<file path="src/rtl/spbank_pkg.sv">
package spbank_pkg;

    typedef enum logic [1:0] {
        SEL_ALIAS = 2'd0,
        SEL_MAIN  = 2'd1,
        SEL_PROC  = 2'd2,
        SEL_NONE  = 2'd3
    } reg_sel_e;

    localparam logic [3:0] MK_NIB_HANDLER   = 4'h1;
    localparam logic [3:0] MK_NIB_THR_MAIN  = 4'h9;
    localparam logic [3:0] MK_NIB_THR_PROC  = 4'hD;

endpackage

</file>
<file path="src/rtl/spbank_marker_codec.sv">
module spbank_marker_codec #(
    parameter int DATA_W = 32
) (
    input  logic              handler_i,
    input  logic              spsel_i,
    input  logic [DATA_W-1:0] ret_val_i,
    output logic [DATA_W-1:0] marker_o,
    output logic              ret_ok_o,
    output logic              ret_handler_o,
    output logic              ret_psp_o
);
    import spbank_pkg::*;

    localparam int HI_W = DATA_W - 4;
    localparam logic [DATA_W-1:0] MK_HANDLER  = {{HI_W{1'b1}}, MK_NIB_HANDLER};
    localparam logic [DATA_W-1:0] MK_THR_MAIN = {{HI_W{1'b1}}, MK_NIB_THR_MAIN};
    localparam logic [DATA_W-1:0] MK_THR_PROC = {{HI_W{1'b1}}, MK_NIB_THR_PROC};

    // Encode the state in force before entry.
    always_comb begin
        if (handler_i)    marker_o = MK_HANDLER;
        else if (spsel_i) marker_o = MK_THR_PROC;
        else              marker_o = MK_THR_MAIN;
    end

    // Decode a return value.
    always_comb begin
        ret_ok_o      = 1'b0;
        ret_handler_o = 1'b0;
        ret_psp_o     = 1'b0;
        if (ret_val_i == MK_HANDLER) begin
            ret_ok_o      = 1'b1;
            ret_handler_o = 1'b1;
        end else if (ret_val_i == MK_THR_MAIN) begin
            ret_ok_o      = 1'b1;
        end else if (ret_val_i == MK_THR_PROC) begin
            ret_ok_o      = 1'b1;
            ret_psp_o     = 1'b1;
        end
    end

endmodule

</file>
<file path="src/rtl/spbank_mode_ctrl.sv">
module spbank_mode_ctrl #(
    parameter int DATA_W = 32
) (
    input  logic              clk,
    input  logic              rst_n,
    input  logic              exc_entry_i,
    input  logic              exc_exit_i,
    input  logic [DATA_W-1:0] exc_ret_val_i,
    input  logic              ctrl_wr_en_i,
    input  logic              ctrl_wr_spsel_i,
    output logic              use_psp_o,
    output logic [DATA_W-1:0] marker_o
);

    typedef struct packed {
        logic              handler;
        logic              spsel;
        logic [DATA_W-1:0] marker;
    } mode_st_t;

    mode_st_t st_d, st_q;

    logic [DATA_W-1:0] enc_marker;
    logic              ret_ok, ret_handler, ret_psp;

    spbank_marker_codec #(.DATA_W(DATA_W)) u_codec (
        .handler_i     (st_q.handler),
        .spsel_i       (st_q.spsel),
        .ret_val_i     (exc_ret_val_i),
        .marker_o      (enc_marker),
        .ret_ok_o      (ret_ok),
        .ret_handler_o (ret_handler),
        .ret_psp_o     (ret_psp)
    );

    // Priority: entry, then a valid return in handler mode, then a thread-mode control write.
    always_comb begin
        st_d = st_q;
        if (exc_entry_i) begin
            st_d.marker  = enc_marker;
            st_d.handler = 1'b1;
            st_d.spsel   = 1'b0;
        end else if (exc_exit_i && st_q.handler && ret_ok) begin
            st_d.handler = ret_handler;
            st_d.spsel   = ret_psp;
        end else if (ctrl_wr_en_i && !st_q.handler) begin
            st_d.spsel   = ctrl_wr_spsel_i;
        end
    end

    always_ff @(posedge clk or negedge rst_n) begin
        if (!rst_n) begin
            st_q <= '0;
        end else begin
            st_q <= st_d;
        end
    end

    assign use_psp_o = !st_q.handler && st_q.spsel;
    assign marker_o  = st_q.marker;

    // entry lands in handler mode with the select bit cleared.
    a_r6_entry_handler: assert property (@(posedge clk) disable iff (!rst_n)
        exc_entry_i |=> (st_q.handler && !st_q.spsel));

    // the select bit never survives into handler mode.
    a_r7_handler_main: assert property (@(posedge clk) disable iff (!rst_n)
        st_q.handler |-> !st_q.spsel);

    // a simultaneous exit cannot leave handler mode.
    a_r10_entry_wins: assert property (@(posedge clk) disable iff (!rst_n)
        (exc_entry_i && exc_exit_i) |=> st_q.handler);

    // an exit in thread mode leaves the mode and the select bit alone.
    a_r9_thread_exit_ignored: assert property (@(posedge clk) disable iff (!rst_n)
        (!st_q.handler && exc_exit_i && !exc_entry_i && !ctrl_wr_en_i)
        |=> (!st_q.handler && st_q.spsel == $past(st_q.spsel)));

    // the marker moves only on entry.
    a_r6_marker_hold: assert property (@(posedge clk) disable iff (!rst_n)
        !exc_entry_i |=> $stable(st_q.marker));

endmodule

</file>
<file path="src/rtl/spbank_ptr_file.sv">
module spbank_ptr_file #(
    parameter int                DATA_W  = 32,
    parameter int                ALIGN_W = 2,
    parameter logic [DATA_W-1:0] MSP_RST = 32'h2000_4000,
    parameter logic [DATA_W-1:0] PSP_RST = 32'h0000_0000
) (
    input  logic                  clk,
    input  logic                  rst_n,
    input  logic                  wr_en_i,
    input  spbank_pkg::reg_sel_e  wr_sel_i,
    input  logic [DATA_W-1:0]     wr_data_i,
    input  logic                  use_psp_i,
    output logic [DATA_W-1:0]     msp_o,
    output logic [DATA_W-1:0]     psp_o
);
    import spbank_pkg::*;

    localparam logic [DATA_W-1:0] ALIGN_MASK = ~{{(DATA_W-ALIGN_W){1'b0}}, {ALIGN_W{1'b1}}};

    typedef struct packed {
        logic [DATA_W-1:0] msp;
        logic [DATA_W-1:0] psp;
    } ptr_st_t;

    ptr_st_t st_d, st_q;
    logic [DATA_W-1:0] wr_aligned;

    assign wr_aligned = wr_data_i & ALIGN_MASK;

    always_comb begin
        st_d = st_q;
        if (wr_en_i) begin
            unique case (wr_sel_i)
                SEL_ALIAS: begin
                    if (use_psp_i) st_d.psp = wr_aligned;
                    else           st_d.msp = wr_aligned;
                end
                SEL_MAIN: st_d.msp = wr_aligned;
                SEL_PROC: st_d.psp = wr_aligned;
                default:  ;
            endcase
        end
    end

    always_ff @(posedge clk or negedge rst_n) begin
        if (!rst_n) begin
            st_q.msp <= MSP_RST & ALIGN_MASK;
            st_q.psp <= PSP_RST & ALIGN_MASK;
        end else begin
            st_q <= st_d;
        end
    end

    assign msp_o = st_q.msp;
    assign psp_o = st_q.psp;

    // both pointers stay aligned.
    a_r4_aligned: assert property (@(posedge clk) disable iff (!rst_n)
        (st_q.msp[ALIGN_W-1:0] == '0) && (st_q.psp[ALIGN_W-1:0] == '0));

    // a direct main write leaves the process pointer unchanged.
    a_r3_main_direct: assert property (@(posedge clk) disable iff (!rst_n)
        (wr_en_i && wr_sel_i == SEL_MAIN) |=> (st_q.psp == $past(st_q.psp)));

    // a write with the unused code changes neither pointer.
    a_r11_none_write: assert property (@(posedge clk) disable iff (!rst_n)
        (wr_en_i && wr_sel_i == SEL_NONE) |=> ($stable(st_q.msp) && $stable(st_q.psp)));

endmodule

</file>
<file path="src/rtl/sp_bank_unit.sv">
module sp_bank_unit #(
    parameter int                DATA_W  = 32,
    parameter int                ALIGN_W = 2,
    parameter logic [DATA_W-1:0] MSP_RST = 32'h2000_4000,
    parameter logic [DATA_W-1:0] PSP_RST = 32'h0000_0000
) (
    input  logic              clk,
    input  logic              rst_n,
    input  logic [1:0]        rd_sel,
    output logic [DATA_W-1:0] rd_data,
    input  logic              wr_en,
    input  logic [1:0]        wr_sel,
    input  logic [DATA_W-1:0] wr_data,
    input  logic              ctrl_wr_en,
    input  logic              ctrl_wr_spsel,
    input  logic              exc_entry,
    input  logic              exc_exit,
    input  logic [DATA_W-1:0] exc_ret_val,
    output logic [DATA_W-1:0] sp_o,
    output logic              active_psp,
    output logic [DATA_W-1:0] lr_marker
);
    import spbank_pkg::*;

    logic              use_psp;
    logic [DATA_W-1:0] msp, psp;
    reg_sel_e          rd_code, wr_code;

    assign rd_code = reg_sel_e'(rd_sel);
    assign wr_code = reg_sel_e'(wr_sel);

    spbank_mode_ctrl #(.DATA_W(DATA_W)) u_mode (
        .clk             (clk),
        .rst_n           (rst_n),
        .exc_entry_i     (exc_entry),
        .exc_exit_i      (exc_exit),
        .exc_ret_val_i   (exc_ret_val),
        .ctrl_wr_en_i    (ctrl_wr_en),
        .ctrl_wr_spsel_i (ctrl_wr_spsel),
        .use_psp_o       (use_psp),
        .marker_o        (lr_marker)
    );

    spbank_ptr_file #(
        .DATA_W  (DATA_W),
        .ALIGN_W (ALIGN_W),
        .MSP_RST (MSP_RST),
        .PSP_RST (PSP_RST)
    ) u_ptrs (
        .clk       (clk),
        .rst_n     (rst_n),
        .wr_en_i   (wr_en),
        .wr_sel_i  (wr_code),
        .wr_data_i (wr_data),
        .use_psp_i (use_psp),
        .msp_o     (msp),
        .psp_o     (psp)
    );

    assign sp_o       = use_psp ? psp : msp;
    assign active_psp = use_psp;

    always_comb begin
        unique case (rd_code)
            SEL_ALIAS: rd_data = sp_o;
            SEL_MAIN:  rd_data = msp;
            SEL_PROC:  rd_data = psp;
            default:   rd_data = '0;
        endcase
    end

    // the alias read port agrees with the sp_o view.
    a_r2_alias_view: assert property (@(posedge clk) disable iff (!rst_n)
        (rd_code == SEL_ALIAS) |-> (rd_data == sp_o));

    // the unused code reads as zero.
    a_r11_none_read: assert property (@(posedge clk) disable iff (!rst_n)
        (rd_code == SEL_NONE) |-> (rd_data == '0));

endmodule

</file>
<file path="config.mk">
export PLATFORM = sky130hd
export DESIGN_NAME = sp_bank_unit
export DESIGN_NICKNAME = d
export VERILOG_FILES = /design/src/rtl/spbank_pkg.sv /design/src/rtl/spbank_marker_codec.sv /design/src/rtl/spbank_mode_ctrl.sv /design/src/rtl/spbank_ptr_file.sv /design/src/rtl/sp_bank_unit.sv
export SDC_FILE = /design/constraint.sdc
export NUM_CORES = 1
export LEC_CHECK = 0
export ABC_CLOCK_PERIOD_IN_PS = 2900
export BUFFER_PORTS_ARGS = -buffer_cell sky130_fd_sc_hd__buf_4
export CAP_MARGIN = 20
export CORE_ASPECT_RATIO = 2
export CORE_UTILIZATION = 25
export CTS_CLUSTER_DIAMETER = 40
export DETAILED_ROUTE_END_ITERATION = 8
export HOLD_SLACK_MARGIN = 0.12
export SLEW_MARGIN = 20
export SYNTH_ARGS = -nofsm -noshare
export SYNTH_HDL_FRONTEND = slang
export SYNTH_HIERARCHICAL = 1
export SYNTH_SLANG_ARGS = --single-unit
</file>
<file path="constraint.sdc">
create_clock -name clk -period 2.9 [get_ports clk]
set_input_delay 0.58 -clock clk [delete_from_list [all_inputs] [get_ports clk]]
set_output_delay 0.58 -clock clk [all_outputs]
set_load 0.1 [all_outputs]
</file>
==> load_flow_metrics.sql, run 1 <==
INSERT INTO impl_metrics (metric_group, metric, value, unit) VALUES
('outcome', 'outcome', 'complete, no violations', ''),
('route', 'dr.pass1.iters', '4', ''),
('final_layout', 'area_growth_syn_to_layout', '25.7', '%'),
('yosys', 'ys.warnings.count', '6', ''),
('clocking', 'clkSlewWorstSetupHoldPaths', '0.06', 'ns'),
('critical_path', 'reg2reg_to', 'u_ptrs/msp_o[6]$_DFFE_PN0P_', ''),
('clocking', 'htree_num_levels', '3', ''),
('final_layout', 'area_occupied_by_multi_input_gates', '2290', 'sq um'),
('power_and_ir_drop', 'static-leakage-power', '3.11', 'nW'),
('yosys', 'synth_top_family_by_area', 'multiplexers', ''),
('die', 'die_y', '207', 'microns'),
('yosys', 'post_synth_fa_ha_maj_area_fraction', '0', ''),
('yosys', 'synth_xor_area_frac', '0', ''),
('route', 'detail_route.iter0.violations', '107', ''),
('placement', 'place.port_buffers', '165', ''),
('clocking', 'clock_tree.root_cell', 'clkbuf_16', ''),
('critical_path', 'worst_ep_required_time', '2.32', 'ns'),
('placement', 'finalWeightedCongestion', '0.752', ''),
('power_and_ir_drop', 'powerDensity', '745', 'nW/um^2'),
('power_and_ir_drop', 'ir_drop', '0.276', 'mV'),
('global_routing', 'grt_most_used_layer', 'met2', ''),
('clocking', 'tritoncts_num_sinks', '94', ''),
('sta', 'clock-skew-final', '0.00386', 'ns'),
('placement', 'detailed_place.area', '6290', 'sq um'),
('global_routing', 'wire_length_of_the_first_global_routing_pass', '19800', 'microns'),
('sta', 'report.final.hold_viol_count', '0', ''),
('sta', 'final.setup.tns', '0', 'ns'),
('yosys', 'synth_cell_type_count', '32', ''),
('final_layout', 'nFillCells', '2048', ''),
('route', 'route.detailed.drc', '0', ''),
('final_layout', 'diodes', '0', ''),
('global_routing', 'globalRouteMet3Util', '0.0355', ''),
('final_layout', 'drive_above_1_share', '0.624', ''),
('sta', 'timing_max_transition_violations_final', '0', ''),
('yosys', 'synth.area.mux_share', '0.308', ''),
('die', 'floorplan_core_area', '20500', 'sq um'),
('die', 'fp-row-count', '74', ''),
('clocking', 'tritoncts.num_buffers', '9', ''),
('sta', 'setup_repair_after_global_routing_missed_its_margin', 'false', ''),
('yosys', 'yosys.area.top_type', 'dfrtp_1', ''),
('yosys', 'mappedNetlistArea', '5240', 'sq um'),
('final_layout', 'post-route-util', '0.322', ''),
('sta', 'timing.fmax', '364', 'MHz'),
('yosys', 'largest_cells_by_area_after_synthesis', 'dfrtp_1, mux2_4, mux2_2', ''),
('yosys', 'syn_area_per_cell', '13.9', 'sq um'),
('die', 'die_w', '104', 'microns'),
('yosys', 'postSynthRegisterBits', '94', ''),
('yosys', 'postSynthCellCount', '378', ''),
('min_path', 'hold_path.class', 'input port to asynchronous set/reset pin', ''),
('route', 'detailroute.via_count', '3418', ''),
('critical_path', 'r2r.worst_path.cells', '4', ''),
('clocking', 'insertion_delay', '0.35', 'ns'),
('yosys', 'synthDominantCellAreaShare', '0.440', ''),
('die', 'floorplan.initialDensity', '0.256', ''),
('critical_path', 'crit_slowest_cell', 'o21ba_4', ''),
('placement', 'numPlacedInstances', '758', ''),
('die', 'die_area', '21600', 'sq um'),
('global_routing', 'antenna_found_initial', '0', ''),
('global_routing', 'first_global_vias', '3740', ''),
('critical_path', 'crit_path_cell_trace', 'nor2b_4, o21ba_4, a32o_1, buf_4', ''),
('yosys', 'synth_compound_gate_area_share', '0.0714', ''),
('global_routing', 'global_route.usage.total', '0.121', ''),
('sta', 'final_min_period_over_clock_period', '0.948', ''),
('critical_path', 'cp_slowest_stage_delay', '0.54', 'ns'),
('final_layout', 'final_design_area_no_fill', '6580', 'sq um'),
('sta', 'setup_viol', '0', ''),
('sta', 'tightestPinTransition', '1.12', 'ns'),
('critical_path', 'cp-start-kind', 'flip-flop', ''),
('critical_path', 'critical_path_peak_fanout', '32', ''),
('final_layout', 'stdcell_count', '774', ''),
('clocking', 'cts_buffer_depth', '2', '');
-- cell usage after synthesis, drive strengths merged --
| cell | count |
|---|---|
| o211ai | 1 |
| nand2 | 4 |
| nand3 | 1 |
| a32o | 32 |
| nor3 | 2 |
| inv | 4 |
| o21ba | 1 |
| dfrtp | 92 |
| a211o | 1 |
| nand2b | 2 |
| nor2b | 4 |
| nor2 | 1 |
| conb | 3 |
| o21ai | 1 |
| nor4 | 2 |
| nand4b | 1 |
| mux2 | 124 |
| nand4 | 6 |
| a311oi | 1 |
| buf | 86 |
| dfstp | 2 |
| clkbuf | 3 |
| and3 | 3 |
| a211oi | 1 |
-- report_power, final --
group	switching [mW]	leakage, nW	internal [mW]
sequential	0.133	1.11	1.50
clock	0.500	0.137	0.666
combinational	1.52	1.86	0.582
-- layout by cell type, fill, tap and decap left out, types with 2 or more instances in the layout --
cell type / netlist / layout
a32o_1: 32 / 32
conb_1: 3 / 34
dfstp_2: 2 / 2
nand2_1: 4 / 4
inv_1: 4 / 4
mux2_4: 58 / 58
nor2b_1: 4 / 3
nor3_1: 2 / 2
clkbuf_16: 0 / 9
clkinv_2: 0 / 2
buf_4: 69 / 171
mux2_2: 66 / 66
dfrtp_1: 92 / 92
nand4_1: 5 / 5
clkbuf_1: 3 / 3
and3_1: 3 / 3
-- sequential cells by signal, summed over array words and instances, names as in the netlist --
signal,cells
u_mode/marker_o,32
u_ptrs/msp_o,30
u_ptrs/psp_o,30
u_mode/st_q,2
-- stage by stage --
| step | total power, mW | setup WS, ns | hold WS [ns] |
|---|---|---|---|
| after floorplan | 3.42 | 0.0481 | 0.284 |
| after global placement | 3.73 | 0.304 | 0.497 |
| after detailed placement | 3.77 | 0.278 | 0.494 |
| after CTS | 4.99 | 0.124 | 0.272 |
| after global routing | 5.13 | 0.0384 | 0.292 |
| final | 4.91 | 0.151 | 0.253 |
-- logic make-up after synthesis --
kind of cell	after synthesis
AO/OA/AOI/OAI	38
buffers and inverters	93
flip-flops	94
multiplexers	124
other	3
AND/OR/NAND/NOR	26
-- layer usage --
metal / routed length [microns] / share of wire
met3: 651 / 0.051
met1: 4860 / 0.38
met2: 6910 / 0.55
met5: 0 / 0
met4: 236 / 0.019
-- worst max-delay path: cells and delay by family, from the launching register on --
family	cells	cell delay [ns]
compound gates	2	0.79
simple gates	1	0.25
flops	1	0.47
buf+inv	1	0.30
-- worst max path at each step --
| stage | startpoint | endpoint | slack, ns | cells after the start |
|---|---|---|---|---|
| finish | u_mode/st_q[33]$_DFFE_PN0P_ | rd_data[19] | 0.15 | 4 |
| global route | u_mode/st_q[33]$_DFFE_PN0P_ | rd_data[19] | 0.04 | 4 |
| CTS | u_mode/st_q[33]$_DFFE_PN0P_ | rd_data[19] | 0.12 | 4 |
| detailed placement | rd_sel[0] | rd_data[19] | 0.28 | 4 |
| global placement | rd_sel[0] | rd_data[19] | 0.30 | 4 |
| floorplan | u_mode/st_q[33]$_DFFE_PN0P_ | rd_data[10] | 0.05 | 5 |
-- layout make-up --
type                       instances  share of cell area
timing repair buffer             172               0.198
sequential                        94               0.358
tap                              266              0.0506
inverter                           4             0.00228
clock inverter                     4             0.00722
clock buffer                      12              0.0359
multi-input combinational        222               0.348
No activity file was read; power rests on OpenSTA's default activity.
==> run 2, diff against run 1 <==
--- a/config.mk
+++ b/config.mk
@@ -5,7 +5,7 @@
 export SDC_FILE = /design/constraint.sdc
 export NUM_CORES = 1
 export LEC_CHECK = 0
-export ABC_CLOCK_PERIOD_IN_PS = 2900
+export ABC_CLOCK_PERIOD_IN_PS = 2400
 export BUFFER_PORTS_ARGS = -buffer_cell sky130_fd_sc_hd__buf_4
 export CAP_MARGIN = 20
 export CORE_ASPECT_RATIO = 2
==> constraint.sdc (replaced) <==
create_clock -name clk -period 2.4 [get_ports clk]
set_input_delay 0.48 -clock clk [delete_from_list [all_inputs] [get_ports clk]]
set_output_delay 0.48 -clock clk [all_outputs]
set_load 0.1 [all_outputs]
==> load_flow_metrics.sql, run 2 (same netlist as run 1, synthesis figures left out) <==
INSERT INTO impl_metrics (metric_group, metric, value, unit) VALUES
('outcome', 'outcome', 'complete, no violations', ''),
('die', 'fp-row-count', '74', ''),
('placement', 'numPlacedInstances', '762', ''),
('final_layout', 'ff_latch_area', '2360', 'sq um'),
('sta', 'timing.fmax', '426', 'MHz'),
('final_layout', 'stdcell_count', '785', ''),
('global_routing', 'grt_max_degree', '49', ''),
('critical_path', 'worstSetupEndpointType', 'primary output', ''),
('global_routing', 'global_route.usage.total', '0.125', ''),
('final_layout', 'layout_common_cells', 'buf_4, dfrtp_1, mux2_2', ''),
('clocking', 'cts_buffer_depth', '2', ''),
('clocking', 'tritoncts_num_sinks', '94', ''),
('critical_path', 'critical_path_peak_fanout', '19', ''),
('final_layout', 'area_growth_syn_to_layout', '37.5', '%'),
('final_layout', 'drive_above_1_share', '0.696', ''),
('critical_path', 'critical_path_arrival', '1.87', 'ns'),
('die', 'die_w', '104', 'microns'),
('final_layout', 'diodes', '0', ''),
('route', 'drt-total-wl', '13300', 'microns'),
('sta', 'final_min_period_over_clock_period', '0.978', ''),
('global_routing', 'globalRoute.totalOverflow', '0', ''),
('sta', 'timing_max_transition_violations_final', '0', ''),
('sta', 'finalCriticalPeriod', '2.35', 'ns'),
('sta', 'final.setup.tns', '0', 'ns'),
('job', 'drv_cap', '0', ''),
('die', 'io_pins', '172', ''),
('placement', 'dp_worst_setup_slack', '0.148', 'ns'),
('route', 'detail_route.iter0.violations', '110', ''),
('sta', 'tightestPinTransition', '1.02', 'ns'),
('die', 'die_area', '21600', 'sq um'),
('sta', 'report.final.hold_viol_count', '0', ''),
('critical_path', 'worst_ep_required_time', '1.92', 'ns'),
('sta', 'clock-skew-final', '0.00873', 'ns'),
('min_path', 'timing.hold.worst_path_depth', '2', ''),
('placement', 'detailed_place.area', '6700', 'sq um'),
('route', 'average_routed_wire_per_standard_cell', '16.9', 'microns'),
('final_layout', 'largest_register_ff_count', '32', ''),
('placement', 'place.port_buffers', '165', ''),
('clocking', 'cts_tree', 'done', ''),
('critical_path', 'reg2reg_to', 'u_ptrs/psp_o[26]$_DFFE_PN0P_', ''),
('route', 'detail-route-antenna-nets', '0', ''),
('final_layout', 'finalNetCount', '589', ''),
('final_layout', 'most_common_cell_after_layout_fill_and_taps_aside', 'buf_4', ''),
('power_and_ir_drop', 'ir_drop', '0.346', 'mV'),
('critical_path', 'r2r_setup_slack', '0.51', 'ns'),
('clocking', 'htree_num_levels', '3', ''),
('sta', 'slew-limit-headroom', '0.321', ''),
('sta', 'worst_hold_slack', '0.367', 'ns'),
('die', 'floorplan_core_area', '20500', 'sq um'),
('final_layout', 'nFillCells', '1993', ''),
('final_layout', 'post-route-util', '0.352', ''),
('critical_path', 'r2r.worst_path.cells', '6', ''),
('clocking', 'clkSlewWorstSetupHoldPaths', '0.07', 'ns'),
('critical_path', 'worstSetupPathType', 'flip-flop to primary output', ''),
('global_routing', 'wire_length_of_the_first_global_routing_pass', '20800', 'microns'),
('final_layout', 'final_design_area_no_fill', '7200', 'sq um'),
('route', 'avgViaCountPerCell', '4.38', ''),
('global_routing', 'antenna_found_initial', '0', ''),
('route', 'detailroute.via_count', '3437', ''),
('die', 'floorplan.initialDensity', '0.256', ''),
('sta', 'final_critical_path_setup_slack', '0.0521', 'ns'),
('power_and_ir_drop', 'static-leakage-power', '3.33', 'nW'),
('route', 'route.detailed.drc', '0', ''),
('sta', 'setup_viol', '0', ''),
('min_path', 'hold_path.class', 'input port to flip-flop', ''),
('critical_path', 'regToRegStartpoint', 'u_mode/st_q[32]$_DFFE_PN0P_', ''),
('clocking', 'tritoncts.num_buffers', '9', ''),
('critical_path', 'cp-start-kind', 'flip-flop', ''),
('clocking', 'clock_tree.root_cell', 'clkbuf_16', ''),
('power_and_ir_drop', 'powerDensity', '842', 'nW/um^2'),
('placement', 'finalWeightedCongestion', '0.748', ''),
('global_routing', 'first_global_vias', '3867', ''),
('clocking', 'insertion_delay', '0.35', 'ns'),
('critical_path', 'crit_start', 'u_mode/st_q[32]$_DFFE_PN0P_', ''),
('die', 'die_y', '207', 'microns'),
('power_and_ir_drop', 'totalPowerFinal', '6.07', 'mW'),
('route', 'dr.pass1.iters', '4', ''),
('critical_path', 'crit_end', 'rd_data[29]', ''),
('placement', 'dp_hpwl', '9310', 'microns'),
('final_layout', 'area_occupied_by_multi_input_gates', '2600', 'sq um');
[run 2: cell count changes in the layout (fill, tap and decap cells not counted), sizes merged]
cell,change
inv,+1
bufinv,-1
buf,+9
dlygate4sd3,+1
clkinvlp,+1
[run 2: worst min-delay path by stage]
stage,from,to,slack (ns)
finish,wr_data[24],u_ptrs/msp_o[24]$_DFFE_PN0P_,0.37
global route,wr_data[24],u_ptrs/msp_o[24]$_DFFE_PN0P_,0.36
CTS,wr_data[16],u_ptrs/msp_o[16]$_DFFE_PN0P_,0.35
detailed placement,rst_n,u_ptrs/msp_o[6]$_DFFE_PN0P_,0.40
global placement,rst_n,u_ptrs/msp_o[6]$_DFFE_PN0P_,0.39
floorplan,rst_n,u_mode/marker_o[0]$_DFFE_PN0P_,0.18
[run 2: layer usage]
metal / global-route usage / part of all wire / vias to the layer above
met3: 0.0239 / 0.040 / 12
met5: 0 / 0 / -
met4: 0.0546 / 0.019 / 0
li1: - / - / 1551
met1: 0.128 / 0.37 / 1758
met2: 0.242 / 0.57 / 116
[run 2: worst max-delay path, stage by stage (launching register included)]
cell	delay, ns
dfrtp_1	0.39
nor2b_4	0.14
buf_12	0.14
o21ba_4	0.21
buf_12	0.16
a32o_4	0.28
buf_6	0.18
[run 2: area by class of cell]
| type | instances | share of cell area |
|---|---|---|
| Sequential cell | 94 | 0.327 |
| Clock inverter | 5 | 0.00469 |
| Inverter | 4 | 0.00208 |
| Multi-Input combinational cell | 222 | 0.361 |
| Timing Repair Buffer | 183 | 0.225 |
| Tap cell | 266 | 0.0462 |
| Clock buffer | 11 | 0.0337 |
[run 2: timing repair]
action / CTS / global route
endpoints found under the hold margin: 20 / 0
hold buffers: 1 / 0
setup endpoints to repair: 57 / 57
gates resized for setup: 32 / 7
setup buffers: 1 / 4
cloned: 0 / 1
[run 2: power by group]
part / switching, mW / total [mW] / internal (mW) / leakage [nW]
clock: 0.628 / 1.36 / 0.732 / 0.132
combinational: 1.87 / 2.70 / 0.834 / 2.10
sequential: 0.192 / 2.00 / 1.81 / 1.11
total: 2.69 / 6.07 / 3.38 / 3.33
==> run 3, diff against run 2 <==
--- a/config.mk
+++ b/config.mk
@@ -9,10 +9,11 @@
 export BUFFER_PORTS_ARGS = -buffer_cell sky130_fd_sc_hd__buf_4
 export CAP_MARGIN = 20
 export CORE_ASPECT_RATIO = 2
-export CORE_UTILIZATION = 25
+export CORE_UTILIZATION = 39
 export CTS_CLUSTER_DIAMETER = 40
 export DETAILED_ROUTE_END_ITERATION = 8
 export HOLD_SLACK_MARGIN = 0.12
+export PLACE_DENSITY = 0.67
 export SLEW_MARGIN = 20
 export SYNTH_ARGS = -nofsm -noshare
 export SYNTH_HDL_FRONTEND = slang
==> load_flow_metrics.sql, run 3 (same netlist as run 1, synthesis figures left out) <==
INSERT INTO impl_metrics (metric_group, metric, value, unit) VALUES
('sta', 'finalCriticalPeriod', '2.35', 'ns'),
('placement', 'dp_hpwl', '8680', 'microns'),
('route', 'detail_route.iter0.violations', '122', ''),
('clocking', 'cts_tree', 'done', ''),
('clocking', 'tritoncts.num_buffers', '9', ''),
('job', 'drv_cap', '0', ''),
('global_routing', 'grt_max_degree', '42', ''),
('final_layout', 'area_occupied_by_multi_input_gates', '2600', 'sq um'),
('sta', 'final.setup.tns', '0', 'ns'),
('route', 'detailroute.via_count', '3462', ''),
('sta', 'setup_repair_after_global_routing_missed_its_margin', 'true', ''),
('sta', 'final_critical_path_setup_slack', '0.0493', 'ns'),
('die', 'die_y', '166', 'microns'),
('final_layout', 'post-route-util', '0.554', ''),
('critical_path', 'worst_ep_required_time', '1.92', 'ns'),
('route', 'average_routed_wire_per_standard_cell', '18.5', 'microns'),
('global_routing', 'first_global_vias', '3814', ''),
('final_layout', 'stdcell_count', '671', ''),
('placement', 'place.port_buffers', '165', ''),
('sta', 'timing_max_transition_violations_final', '0', ''),
('clocking', 'tritoncts_num_sinks', '94', ''),
('final_layout', 'area_growth_syn_to_layout', '38.3', '%'),
('die', 'die_w', '83.9', 'microns'),
('global_routing', 'global_route.usage.total', '0.181', ''),
('global_routing', 'globalRoute.totalOverflow', '0', ''),
('sta', 'report.final.hold_viol_count', '0', ''),
('clocking', 'cts.hold.buffers_added', '0', ''),
('power_and_ir_drop', 'totalPowerFinal', '6.38', 'mW'),
('final_layout', 'layout_common_cells', 'buf_4, dfrtp_1, mux2_2', ''),
('global_routing', 'antenna_found_initial', '0', ''),
('sta', 'slew-limit-headroom', '0.323', ''),
('final_layout', 'ff_latch_area', '2360', 'sq um'),
('placement', 'numPlacedInstances', '651', ''),
('sta', 'timing.fmax', '425', 'MHz'),
('final_layout', 'largest_register_ff_count', '32', ''),
('final_layout', 'finalNetCount', '589', ''),
('critical_path', 'worstSetupPathType', 'flip-flop to primary output', ''),
('route', 'detail-route-antenna-nets', '0', ''),
('critical_path', 'cp-start-kind', 'flip-flop', ''),
('critical_path', 'worstSetupEndpointType', 'primary output', ''),
('sta', 'clock-skew-final', '0.00805', 'ns'),
('die', 'fp-row-count', '59', ''),
('power_and_ir_drop', 'static-leakage-power', '3.41', 'nW'),
('route', 'drt-total-wl', '12400', 'microns'),
('clocking', 'cts_buffer_depth', '2', ''),
('final_layout', 'diodes', '0', ''),
('clocking', 'clock_tree.root_cell', 'clkbuf_16', ''),
('die', 'die_area', '13900', 'sq um'),
('sta', 'setup_viol', '0', ''),
('min_path', 'hold_path.class', 'input port to asynchronous set/reset pin', ''),
('critical_path', 'critical_path_peak_fanout', '21', ''),
('clocking', 'htree_num_levels', '3', ''),
('die', 'io_pins', '172', ''),
('placement', 'dp_worst_setup_slack', '0.287', 'ns'),
('final_layout', 'nFillCells', '1090', ''),
('final_layout', 'most_common_cell_after_layout_fill_and_taps_aside', 'buf_4', ''),
('critical_path', 'critical_path_arrival', '1.87', 'ns'),
('route', 'avgViaCountPerCell', '5.16', ''),
('placement', 'finalWeightedCongestion', '0.724', ''),
('die', 'floorplan_core_area', '13100', 'sq um'),
('outcome', 'outcome', 'complete, but fails checks', ''),
('route', 'route.detailed.drc', '23', ''),
('final_layout', 'drive_above_1_share', '0.697', ''),
('power_and_ir_drop', 'powerDensity', '881', 'nW/um^2'),
('clocking', 'insertion_delay', '0.34', 'ns'),
('power_and_ir_drop', 'ir_drop', '0.413', 'mV'),
('sta', 'final_min_period_over_clock_period', '0.979', ''),
('outcome', 'failed_checks', 'design-rule violations', ''),
('die', 'floorplan.initialDensity', '0.401', ''),
('sta', 'tightestPinTransition', '1.02', 'ns'),
('clocking', 'clkSlewWorstSetupHoldPaths', '0.07', 'ns'),
('global_routing', 'wire_length_of_the_first_global_routing_pass', '19800', 'microns'),
('route', 'dr.pass1.iters', '6', '');
==> run 3: cell types whose count changed in the layout (fill, tap and decap cells not counted), sizes merged <==
cell	delta
clkbuf	-2
dlygate4sd3	-1
buf	+2
clkinvlp	-2
inv	+1
bufinv	+2
==> run 3: what timing repair did <==
| action | CTS | global route |
|---|---|---|
| cloned | 0 | 0 |
| setup endpoints to repair | 38 | 59 |
| setup buffers | 0 | 4 |
| gates resized for setup | 6 | 77 |
| endpoints found under the hold margin | 0 | 0 |
==> run 3: report_power, final <==
group / leakage, nW / switching [mW] / internal (mW)
Combinational: 2.14 / 1.89 / 0.920
Clock: 0.163 / 0.622 / 0.949
Sequential: 1.11 / 0.189 / 1.81
==> run 3: per-stage QoR <==
step | hold WS (ns) | area, sq um
2_1_floorplan | 0.184 | 5670
3_3_place_gp | 0.493 | 6540
3_5_place_dp | 0.497 | 6540
4_1_cts | 0.142 | 6890
5_1_grt | 0.153 | 7240
6_report | 0.120 | 7240
==> run 3: final cells by class <==
class | instances | area share
inverter | 4 | 0.00207
multi-input combinational | 222 | 0.359
clock inverter | 6 | 0.0126
tap | 152 | 0.0263
clock buffer | 10 | 0.0330
sequential | 94 | 0.325
timing repair buffer | 183 | 0.242
==> run 3: critical path, cell delays in order, from the launching register on <==
cell and delay (ns):
dfrtp_1 0.41, nor2b_4 0.15, buf_12 0.13, o21ba_4 0.21
buf_12 0.16, a32o_4 0.29, buf_12 0.17
==> run 3: path summary, 6_finish.rpt <==
check | startpoint | endpoint | slack (ns) | cells past startpoint
min in group clk | wr_data[5] | u_ptrs/msp_o[5]$_DFFE_PN0P_ | 0.38 | 2
max in group asynchronous | rst_n | u_ptrs/msp_o[14]$_DFFE_PN1P_ | 1.62 | 2
worst min register to register | u_mode/marker_o[17]$_DFFE_PN0P_ | u_mode/marker_o[17]$_DFFE_PN0P_ | 0.52 | 1
worst min-delay path | rst_n | u_ptrs/psp_o[5]$_DFFE_PN0P_ | 0.12 | 1
worst max register to register | u_mode/st_q[33]$_DFFE_PN0P_ | u_ptrs/msp_o[26]$_DFFE_PN0P_ | 0.39 | 6
worst max-delay path | u_mode/st_q[32]$_DFFE_PN0P_ | rd_data[28] | 0.05 | 6
==> run 3: per-layer routing <==
metal | wire (microns) | share of wire | vias up | global-route usage
li1 | - | - | 1553 | -
met1 | 4460 | 0.36 | 1762 | 0.194
met2 | 6860 | 0.55 | 122 | 0.332
met3 | 658 | 0.053 | 25 | 0.0413
met4 | 395 | 0.032 | 0 | 0.0855
met5 | 0 | 0 | - | 0
